**config.mk**
```make
export PLATFORM = sky130hd
export DESIGN_NAME = audio_enable_ctrl
export DESIGN_NICKNAME = d
export VERILOG_FILES = /design/src/rtl/audio_en_pkg.sv /design/src/rtl/aen_rst_sync.sv /design/src/rtl/aen_run_fsm.sv /design/src/rtl/aen_cfg_bits.sv /design/src/rtl/audio_enable_ctrl.sv
export SDC_FILE = /design/constraint.sdc
export NUM_CORES = 1
export LEC_CHECK = 0
export BUFFER_PORTS_ARGS = -buffer_cell sky130_fd_sc_hd__buf_2
export CAP_MARGIN = 10
export CELL_PAD_IN_SITES_DETAIL_PLACEMENT = 2
export CELL_PAD_IN_SITES_GLOBAL_PLACEMENT = 2
export CORE_UTILIZATION = 20
export CTS_BUF_LIST = sky130_fd_sc_hd__clkbuf_8
export DETAILED_ROUTE_END_ITERATION = 6
export PLACE_DENSITY_LB_ADDON = 0.1
export RECOVER_POWER = 50
export SLEW_MARGIN = 40
export SYNTH_ARGS = -nofsm -noshare
export SYNTH_HDL_FRONTEND = slang
export SYNTH_HIERARCHICAL = 1
export SYNTH_SLANG_ARGS = --single-unit
export TNS_END_PERCENT = 20
```
**constraint.sdc**
```tcl
create_clock -name clk -period 1.45 [get_ports clk]
set_input_delay 0.145 -clock clk [delete_from_list [all_inputs] [get_ports clk]]
set_output_delay 0.145 -clock clk [all_outputs]
set_load 0.02 [all_outputs]
```
**src/rtl/audio_en_pkg.sv**
```systemverilog
package audio_en_pkg;
  typedef enum logic [1:0] {
    ST_OFF   = 2'd0,
    ST_ON    = 2'd1,
    ST_DRAIN = 2'd2
  } run_state_e;
endpackage

```
**src/rtl/aen_rst_sync.sv**
```systemverilog
module aen_rst_sync #(
  parameter int STAGES = 2
) (
  input  logic clk,
  input  logic rst_n,
  output logic rst_q_n
);
  logic [STAGES-1:0] sync_q;

  always_ff @(posedge clk or negedge rst_n) begin
    if (!rst_n) begin
      sync_q <= '0;
    end else begin
      sync_q <= {sync_q[STAGES-2:0], 1'b1};
    end
  end

  assign rst_q_n = sync_q[STAGES-1];
endmodule

```
**src/rtl/aen_run_fsm.sv**
```systemverilog
module aen_run_fsm
  import audio_en_pkg::*;
(
  input  logic       clk,
  input  logic       rst_n,
  input  logic       set_req,
  input  logic       clr_req,
  input  logic       frame_busy,
  input  logic       frame_last,
  output run_state_e state_q,
  output logic       status,
  output logic       active
);
  run_state_e state_d;
  logic       state_en;

  // next-state logic
  always_comb begin
    state_d = state_q;
    unique case (state_q)
      ST_OFF: begin
        if (set_req) state_d = ST_ON;
      end
      ST_ON: begin
        if (clr_req) begin
          if (frame_busy && !frame_last) state_d = ST_DRAIN;
          else                           state_d = ST_OFF;
        end
      end
      ST_DRAIN: begin
        // any write here is dropped; only the frame end moves the state
        if (frame_last) state_d = ST_OFF;
      end
      default: state_d = ST_OFF;
    endcase
  end

  assign state_en = (state_d != state_q);

  // state register with explicit clock enable
  always_ff @(posedge clk or negedge rst_n) begin
    if (!rst_n) begin
      state_q <= ST_OFF;
    end else if (state_en) begin
      state_q <= state_d;
    end
  end

  assign status = (state_q != ST_OFF);
  assign active = (state_q == ST_ON);
endmodule

```
**src/rtl/aen_cfg_bits.sv**
```systemverilog
module aen_cfg_bits #(
  parameter int          DMA_W     = 1,
  parameter logic [31:0] CFG_RESET = 32'h0000_0040,
  parameter int          RUN_POS   = 16,
  parameter int          DMA_POS   = 17,
  parameter int          DRV_POS   = 13
) (
  input  logic             clk,
  input  logic             rst_n,
  input  logic             drv_wr,
  input  logic             drv_wdata,
  input  logic             dma_wr,
  input  logic             dma_wdata,
  input  logic             run_status,
  input  logic [DMA_W-1:0] dma_req_in,
  output logic             pin_drive_en,
  output logic [DMA_W-1:0] dma_req_out,
  output logic [31:0]      cfg_rd
);
  localparam logic [31:0] LIVE_MASK =
    (32'd1 << RUN_POS) | (32'd1 << DMA_POS) | (32'd1 << DRV_POS);
  localparam logic [31:0] FIXED_BITS = CFG_RESET & ~LIVE_MASK;

  logic drv_q, drv_d;
  logic dma_q, dma_d;

  always_comb begin
    drv_d = drv_q;
    dma_d = dma_q;
    if (drv_wr) drv_d = drv_wdata;
    if (dma_wr) dma_d = dma_wdata;
  end

  always_ff @(posedge clk or negedge rst_n) begin
    if (!rst_n) begin
      drv_q <= CFG_RESET[DRV_POS];
    end else if (drv_wr) begin
      drv_q <= drv_d;
    end
  end

  always_ff @(posedge clk or negedge rst_n) begin
    if (!rst_n) begin
      dma_q <= CFG_RESET[DMA_POS];
    end else if (dma_wr) begin
      dma_q <= dma_d;
    end
  end

  assign pin_drive_en = drv_q | run_status;

  for (genvar g = 0; g < DMA_W; g++) begin : g_dma_gate
    assign dma_req_out[g] = dma_req_in[g] & dma_q;
  end

  always_comb begin
    cfg_rd          = FIXED_BITS;
    cfg_rd[RUN_POS] = run_status;
    cfg_rd[DMA_POS] = dma_q;
    cfg_rd[DRV_POS] = drv_q;
  end
endmodule

```
**src/rtl/audio_enable_ctrl.sv**
```systemverilog
module audio_enable_ctrl
  import audio_en_pkg::*;
#(
  parameter int          DMA_W       = 1,
  parameter int          SYNC_STAGES = 2,
  parameter logic [31:0] CFG_RESET   = 32'h0000_0040,
  parameter int          RUN_POS     = 16,
  parameter int          DMA_POS     = 17,
  parameter int          DRV_POS     = 13
) (
  input  logic             clk,
  input  logic             rst_n,
  input  logic             run_wr,
  input  logic             run_wdata,
  input  logic             drv_wr,
  input  logic             drv_wdata,
  input  logic             dma_wr,
  input  logic             dma_wdata,
  input  logic             frame_busy,
  input  logic             frame_last,
  input  logic [DMA_W-1:0] dma_req_in,
  output logic             run_status,
  output logic             eng_active,
  output logic             pin_drive_en,
  output logic [DMA_W-1:0] dma_req_out,
  output logic [31:0]      cfg_rd
);
  logic       rst_q_n;
  logic       set_req;
  logic       clr_req;
  run_state_e run_state;

  assign set_req = run_wr &  run_wdata;
  assign clr_req = run_wr & ~run_wdata;

  aen_rst_sync #(.STAGES(SYNC_STAGES)) u_rst (
    .clk     (clk),
    .rst_n   (rst_n),
    .rst_q_n (rst_q_n)
  );

  aen_run_fsm u_fsm (
    .clk        (clk),
    .rst_n      (rst_q_n),
    .set_req    (set_req),
    .clr_req    (clr_req),
    .frame_busy (frame_busy),
    .frame_last (frame_last),
    .state_q    (run_state),
    .status     (run_status),
    .active     (eng_active)
  );

  aen_cfg_bits #(
    .DMA_W     (DMA_W),
    .CFG_RESET (CFG_RESET),
    .RUN_POS   (RUN_POS),
    .DMA_POS   (DMA_POS),
    .DRV_POS   (DRV_POS)
  ) u_cfg (
    .clk          (clk),
    .rst_n        (rst_q_n),
    .drv_wr       (drv_wr),
    .drv_wdata    (drv_wdata),
    .dma_wr       (dma_wr),
    .dma_wdata    (dma_wdata),
    .run_status   (run_status),
    .dma_req_in   (dma_req_in),
    .pin_drive_en (pin_drive_en),
    .dma_req_out  (dma_req_out),
    .cfg_rd       (cfg_rd)
  );
endmodule

```
# Yosys cells after proc, flatten, opt, wreduce, memory -nomap -nowiden
# Cells that the tools add are included.
# W data, S select, Z words.
# op_classes
n_addsub,0
multipliers,0
div_mod_pow,0
n_lt_le_gt_ge,0
n_eq_ne,3
shifts,0
muxes,5
bitwise_logic,5
n_reduce_logical,4
# op_table
operator,n
$mux W2,4
$pmux W2 S3,1
$and A1 B1 Y1,3
$eq A2 B1 Y1 const B,1
$eq A2 B2 Y1 const B,1
$logic_not A2 Y1,1
$ne A2 B2 Y1,1
$reduce_bool A2 Y1,1
$logic_and A1 B1 Y1,1
$logic_not A1 Y1,1
$not A1 Y1,1
$or A1 B1 Y1,1
# totals
reg_bits,6
latchBits,0
mem_bits_rw,0
romBits,0
input_bits,11
out_inout_bits,36
elab_cells,21
memories,0

# Depth between registers and ports, before layout
# Gate-level depths: netlist of the first run.
# logic_depth
ltp_word,6
mapped_depth,3
depth_no_buf,3

# Modules after synthesis
# The synthesis of the first run kept the hierarchy.
# by_module_without_submodules
module,n_inst,cells_each,area_each_um2,seq_area_each_um2
aen_cfg_bits,1,40,340.3,50.0
aen_run_fsm,1,10,100.1,50.0
aen_rst_sync,1,3,53.8,50.0
audio_enable_ctrl,1,2,16.3,0.0

# Least setup slack after synthesis of the first run
# OpenSTA, ideal clock, no wires.
# synth_path
path_type,reg-to-output
from,register u_fsm.state_q[0]
to,output port pin_drive_en
arrival_ns,1.093
required_ns,1.305
setup_slack_ns,0.212
path_stages_with_launch,3
cell_sequence,dfrtp_1 or2_1 or2_2
# synth_between
elab_chain_len,2
# synth_rtl
item,line,rtl
from (decl),aen_run_fsm.sv:10,"output run_state_e state_q,"
from (signal assigned),aen_run_fsm.sv:45,state_q <= state_d;
$reduce_bool A2 Y1,aen_run_fsm.sv:49,assign status = (state_q != ST_OFF);
named net run_status,audio_enable_ctrl.sv:22,"output logic run_status,"
$or A1 B1 Y1,aen_cfg_bits.sv:50,assign pin_drive_en = drv_q | run_status;
to (decl),audio_enable_ctrl.sv:24,"output logic pin_drive_en,"
# The timed path passes the listed nets, and every way through them passes these cells.

# Worst setup path in the final report of the first run
# layout_path
from,register u_fsm.state_q[1]
to,output port pin_drive_en
# layout_between
elab_chain_len,2
# layout_rtl
item,line
$reduce_bool A2 Y1,aen_run_fsm.sv:49
$or A1 B1 Y1,aen_cfg_bits.sv:50
# No other way between the ends.

==> results of run 1 <==
## metrics by stage
stage | power [W] | hold WS, ns
final | 0.000671 | 0.0589
after global routing | 0.000720 | 0.0786
after CTS | 0.000676 | 0.0696
after detailed placement | 0.000408 | -0.0663
after global placement | 0.000406 | -0.0674
after floorplan | 0.000431 | -0.151
## power by group through the flow
| stage | Clock (W) | Sequential, W | Combinational, W |
|---|---|---|---|
| final | 0.000244 | 0.000195 | 0.000231 |
| after floorplan | 0 | 0.000198 | 0.000233 |
| after global routing | 0.000273 | 0.000198 | 0.000250 |
| after global placement | 0 | 0.000202 | 0.000204 |
| after detailed placement | 0 | 0.000203 | 0.000205 |
| after CTS | 0.000255 | 0.000195 | 0.000226 |
## synth_stat cells (all sizes together)
master  number
a21oi        2
and2         2
and2b        1
buf         32
conb         3
dfrtp        6
mux2         2
nand2b       3
nand4b       1
nor2b        1
or2          2
## critical path: stages, from the launching register on
cell and delay, ns:
dfrtp_1 0.37, or2_1 0.26, or2_4 0.26, buf_6 0.13
## placed cells by master, fill, tap and decap left out
master,netlist,layout
dlygate4sd3_1,0,1
or2_1,1,1
conb_1,3,30
and2_1,1,1
clkbuf_1,0,1
dfrtp_1,6,6
nand2b_1,3,3
or2_4,0,1
a21oi_1,2,2
buf_6,0,1
mux2_1,0,2
buf_4,32,2
nor2b_1,1,1
buf_2,0,15
and2_2,1,1
nand4b_1,1,1
clkbuf_8,0,3
and2b_2,1,1
## final timing paths
| check | start | endpoint | slack, ns | depth (start not counted) |
|---|---|---|---|---|
| max in group asynchronous | rst_n | u_rst/sync_q[0] | 1.08 | 2 |
| min | u_rst/sync_q[1] | u_fsm/state_q[0] | 0.06 | 0 |
| min in group clk | frame_last | u_fsm/state_q[1] | 0.10 | 2 |
| max | u_fsm/state_q[1] | pin_drive_en | 0.08 | 3 |
| min reg2reg | u_rst/sync_q[1] | u_fsm/state_q[0] | 0.06 | 0 |
| max reg2reg | u_fsm/state_q[1] | u_fsm/state_q[1] | 0.50 | 3 |
## routing by layer
metal	track usage, %	routed length [um]
met4	0	0
met2	11.0	430
met1	4.01	248
met5	0	0
met3	5.22	111
## state kept, by name, summed over array words and instances, names as in the netlist
| register | count |
|---|---|
| u_fsm/state_q | 2 |
| u_cfg/dma_q | 1 |
| u_rst/sync_q | 2 |
| u_cfg/drv_q | 1 |
## area by class of cell
type                    count  area, um2  share of cell area [%]
repair buffers             20        115                    20.6
clock buffers               3       41.3                    7.40
multi-input cells          44        216                    38.8
flip-flops and latches      6        150                    26.9
well taps                  28       35.0                    6.28
## kinds of logic after synthesis
group / Yosys count / share of synthesized area, %
flops: 6 / 29.4
mux: 2 / 5.88
buf+inv: 32 / 47.1
simple gates: 10 / 13.5
other cells: 3 / 2.21
compound gates: 2 / 1.96
## repair_timing
item,CTS,global route
pin swaps,0,1
setup endpoints to repair,1,1
hold endpoints to repair,2,0
setup buffers,2,0
resized for setup,0,3
hold buffers,1,0
==> impl_metrics.tcl, run 1 <==
set metrics [dict create \
    status "finished clean" \
    kind_of_end_point_of_the_critical_path "primary output" \
    first_pass_drt_iterations 1 \
    power.clock.fraction_pct 36.4 \
    row_cnt 17 \
    initial_utilization_pct 22.0 \
    globalRouteTotalUtil_pct 5.59 \
    report.final.setup_viol 0 \
    synth.ff_latch_count 6 \
    postLayoutCellArea_um2 558 \
    cts-htree-levels 1 \
    netlist_area_pre_place_um2 510 \
    setup_total_negative_slack_ns 0 \
    number_of_clock_sinks 6 \
    synth_sequential_area_ratio_pct 29.4 \
    max_cap_viol_count 0 \
    final_net_count 86 \
    power.switching_w 0.000230 \
    layoutNonFillerInstCount 101 \
    tritoncts.num_buffers 3 \
    timing.hold.worst.class "register to asynchronous set/reset pin" \
    floorplan.die.width_um 52.5 \
    detail_route.drc_violations 0 \
    slew_violations 0 \
    drt-initial-drc-count 0 \
    vdd.ir_drop.worst_v 0.000604 \
    netlist.top_cell.by_area "buf_4" \
    intPower_w 0.000441 \
    die_footprint_um2 2760 \
    post-route-min-period_ns 1.37 \
    sw_frac_of_total_pct 34.2 \
    netlist-cell-type-count 13 \
    total_leakage_power_nw 0.313 \
    wl_per_cell_um 7.82 \
    path_clk_slew_ns 0.04 \
    place.detailed.hpwl_um 646 \
    clock_tree.buffer_depth 2 \
    post-place-cells 95 \
    syn-instance-count 55 \
    io-pin-count 47 \
    synth_top_cell_area_share_pct 47.1 \
    tritoncts_clock_tree "done" \
    post-route-worst-setup-slack_ns 0.0821 \
    insertion_delay_ns 0.22 \
    placedInstanceArea_um2 492 \
    clock-root-buffer "clkbuf_8" \
    worstPathArrival_ns 1.22 \
    buffers_on_ports 17 \
    grt_overflow 0 \
    layout.filler_cells 286 \
    totalWireLength_um 790 \
    dieHeight_um 52.5 \
    power_density_nw_per_um2 1200 \
    ant_nets 0 \
    coreArea_um2 2320 \
    clock.fmax_ghz 0.731 \
    ys_top_cells_by_area "buf_4 (47%), dfrtp_1 (29%), mux2_4 (5.9%)" \
    grt_max_degree 6 \
    critPathRequiredTime_ns 1.31 \
    num_antenna_cells 0 \
    preCtsSetupSlack_ns 0.190 \
    area_growth_pct 9.31 \
    vias_per_cell 3.04 \
    grt_pass1_vias 258 \
    criticalPathCategory "register to primary output" \
    vias 307 \
    globalplace.congestion 0.591 \
    synth_area_per_cell_um2 9.28 \
    grt_first_pass_wirelength_mm 1.03 \
    final.period_utilization_pct 94.3 \
    critPathMaxFanout 3 \
    final-hold-violation-count 0 \
    initial_antenna_violation_count 0 \
    yosys_warnings 6 \
    final_core_util_pct 24.1 \
    cp-start-kind "register" \
    layout-drive-gt1-share_pct 32.9 \
    share_of_total_power_in_combinational_logic_pct 34.5 \
    rsz_0062_raised_after_global_routing "no" \
    seq_power_share_pct 29.0 \
    skew_ns 0.000258 \
]
No activity file was read; power rests on OpenSTA's default activity.
==> run 2: changes to the inputs <==
CORE_UTILIZATION = 19   (was 20)
SYNTH_HIERARCHICAL = default   (was 1)
==> impl_metrics.tcl, run 2 <==
set metrics [dict create \
    floorplan.die.width_um 52.8 \
    synth_top_cell_area_share_pct 49.0 \
    timing.hold.worst.class "register to asynchronous set/reset pin" \
    netlist-cell-type-count 13 \
    ys_top_cells_by_area "buf_4 (49%), dfrtp_1 (31%), mux2_2 (4.6%)" \
    status "finished clean" \
    cts-htree-levels 1 \
    netlist_area_pre_place_um2 490 \
    synth_area_per_cell_um2 9.62 \
    syn-instance-count 51 \
    wl_per_cell_um 7.70 \
    die_footprint_um2 2790 \
    synth_sequential_area_ratio_pct 30.6 \
    critPathRequiredTime_ns 1.31 \
    clock_tree.buffer_depth 2 \
    sequential_cell_area_um2 150 \
    final.period_utilization_pct 90.0 \
    final-hold-violation-count 0 \
    grt_max_degree 6 \
    netlist.top_cell.by_area "buf_4" \
    synth_async_sr_flop_share_pct 100 \
    coreArea_um2 2450 \
    report.final.setup_viol 0 \
    max_cap_viol_count 0 \
    synthMostInstantiatedCell "buf_4" \
    ant_nets 0 \
    most_common_library_cell_in_the_layout_ignoring_fill_and_taps "conb_1" \
    initial_antenna_violation_count 0 \
    layout.filler_cells 287 \
    largestRegisters "u_fsm.state_q (2), u_rst.sync_q (2)" \
    final_net_count 81 \
    vdd.ir_drop.worst_v 0.000253 \
    grt_overflow 0 \
    synth.ff_latch_count 6 \
    totalWireLength_um 755 \
    clock-root-buffer "clkbuf_8" \
    number_of_clock_sinks 6 \
    rsz_0062_raised_after_global_routing "no" \
    place.detailed.hpwl_um 630 \
    layout-drive-gt1-share_pct 33.8 \
    vias_per_cell 2.98 \
    kind_of_end_point_of_the_critical_path "primary output" \
    area_growth_pct 7.65 \
    buffers_on_ports 17 \
    path_clk_slew_ns 0.04 \
    rr_worst_depth 2 \
    globalplace.congestion 0.666 \
    post-route-min-period_ns 1.30 \
    dieHeight_um 52.8 \
    worstPathArrival_ns 1.16 \
    grt_pass1_vias 223 \
    placedInstanceArea_um2 478 \
    initial_utilization_pct 20.0 \
    vias 292 \
    total_leakage_power_nw 0.308 \
    power_density_nw_per_um2 1150 \
    drt-initial-drc-count 0 \
    layoutNonFillerInstCount 98 \
    yosys_warnings 0 \
    clock.fmax_ghz 0.767 \
    io-pin-count 47 \
    mostFrequentLayoutCells "conb_1 (30), buf_2 (16), dfrtp_1 (6), clkbuf_8 (3), mux2_2 (2)" \
    post_cts_resized 0 \
    critPathMaxFanout 5 \
    multi_input_comb_area_um2 205 \
    num_antenna_cells 0 \
    skew_ns 0.00143 \
    first_pass_drt_iterations 1 \
    total_power_w 0.000608 \
    setup.reg_to_reg.worst_slack_ns 0.61 \
    post-place-cells 94 \
    slew_violations 0 \
    tritoncts_clock_tree "done" \
    detail_route.drc_violations 0 \
    globalRouteTotalUtil_pct 5.69 \
    criticalPathCategory "register to primary output" \
    tritoncts.num_buffers 3 \
    synth_flop_cell "dfrtp_1" \
    post_synth_most_frequent_cells "buf_4 (32), dfrtp_1 (6), conb_1 (2), mux2_2 (2)" \
    cp-start-kind "register" \
    grt_first_pass_wirelength_um 986 \
    row_cnt 18 \
    setup_total_negative_slack_ns 0 \
    insertion_delay_ns 0.23 \
    postLayoutCellArea_um2 528 \
    synth-edff-count 0 \
]
-- run 2: routing by layer --
metal / wire [um] / up-vias / global-route usage, %
met2: 355 / 26 / 7.81
met5: 0 / - / 0
met4: 29 / 0 / 6.58
li1: - / 132 / -
met1: 230 / 131 / 5.16
met3: 140 / 3 / 3.77
-- run 2: report_power, final --
part,switching [W],total (W),internal [W]
clock,0.0000770,0.000256,0.000179
combinational,0.000117,0.000161,0.0000443
sequential,0.0000105,0.000192,0.000181
total,0.000204,0.000608,0.000404
-- run 2: what timing repair did --
action | CTS | global route
setup buffers | 0 | 0
hold buffers | 1 | 0
endpoints found under the hold margin | 2 | 0
-- run 2: final timing paths --
| kind | end | from |
|---|---|---|
| worst max register to register | u_fsm.state_q[1] | u_fsm.state_q[1] |
| worst max-delay path | pin_drive_en | u_fsm.state_q[0] |
| min in group clk | u_cfg.dma_q | dma_wdata |
| worst min register to register | u_cfg.drv_q | u_rst.sync_q[1] |
| worst min-delay path | u_cfg.drv_q | u_rst.sync_q[1] |
| max in group asynchronous | u_rst.sync_q[1] | rst_n |
-- run 2: logic make-up (layout without fill, tap and decap cells) --
group | Yosys count | after routing | share of synthesized area [%]
other | 2 | 30 | 1.53
muxes | 3 | 3 | 6.63
DFF | 6 | 6 | 30.6
AOI/OAI and AO/OA | 1 | 1 | 1.53
and+or+nand+nor | 7 | 7 | 10.7
buffers and inverters | 32 | 21 | 49.0
-- run 2: worst max-delay path, cell delays in order, from the launching register on --
cell and delay, ns:
dfrtp_1 0.40, or3_1 0.37, buf_2 0.16
-- run 2: layout make-up --
| class | count | area share (%) |
|---|---|---|
| well taps | 30 | 7.11 |
| flip-flops and latches | 6 | 28.4 |
| clock buffers | 3 | 7.82 |
| repair buffers | 18 | 17.8 |
| multi-input cells | 41 | 38.9 |
-- run 2: metrics by stage --
stage	util, %	worst slack, ns	hold slack (ns)
after floorplan	-	0.383	-0.151
after CTS	21.6	0.130	0.0705
after global placement	19.5	0.385	-0.0657
after global routing	21.5	0.0856	0.0809
after detailed placement	19.5	0.381	-0.0623
final	21.5	0.146	0.0595
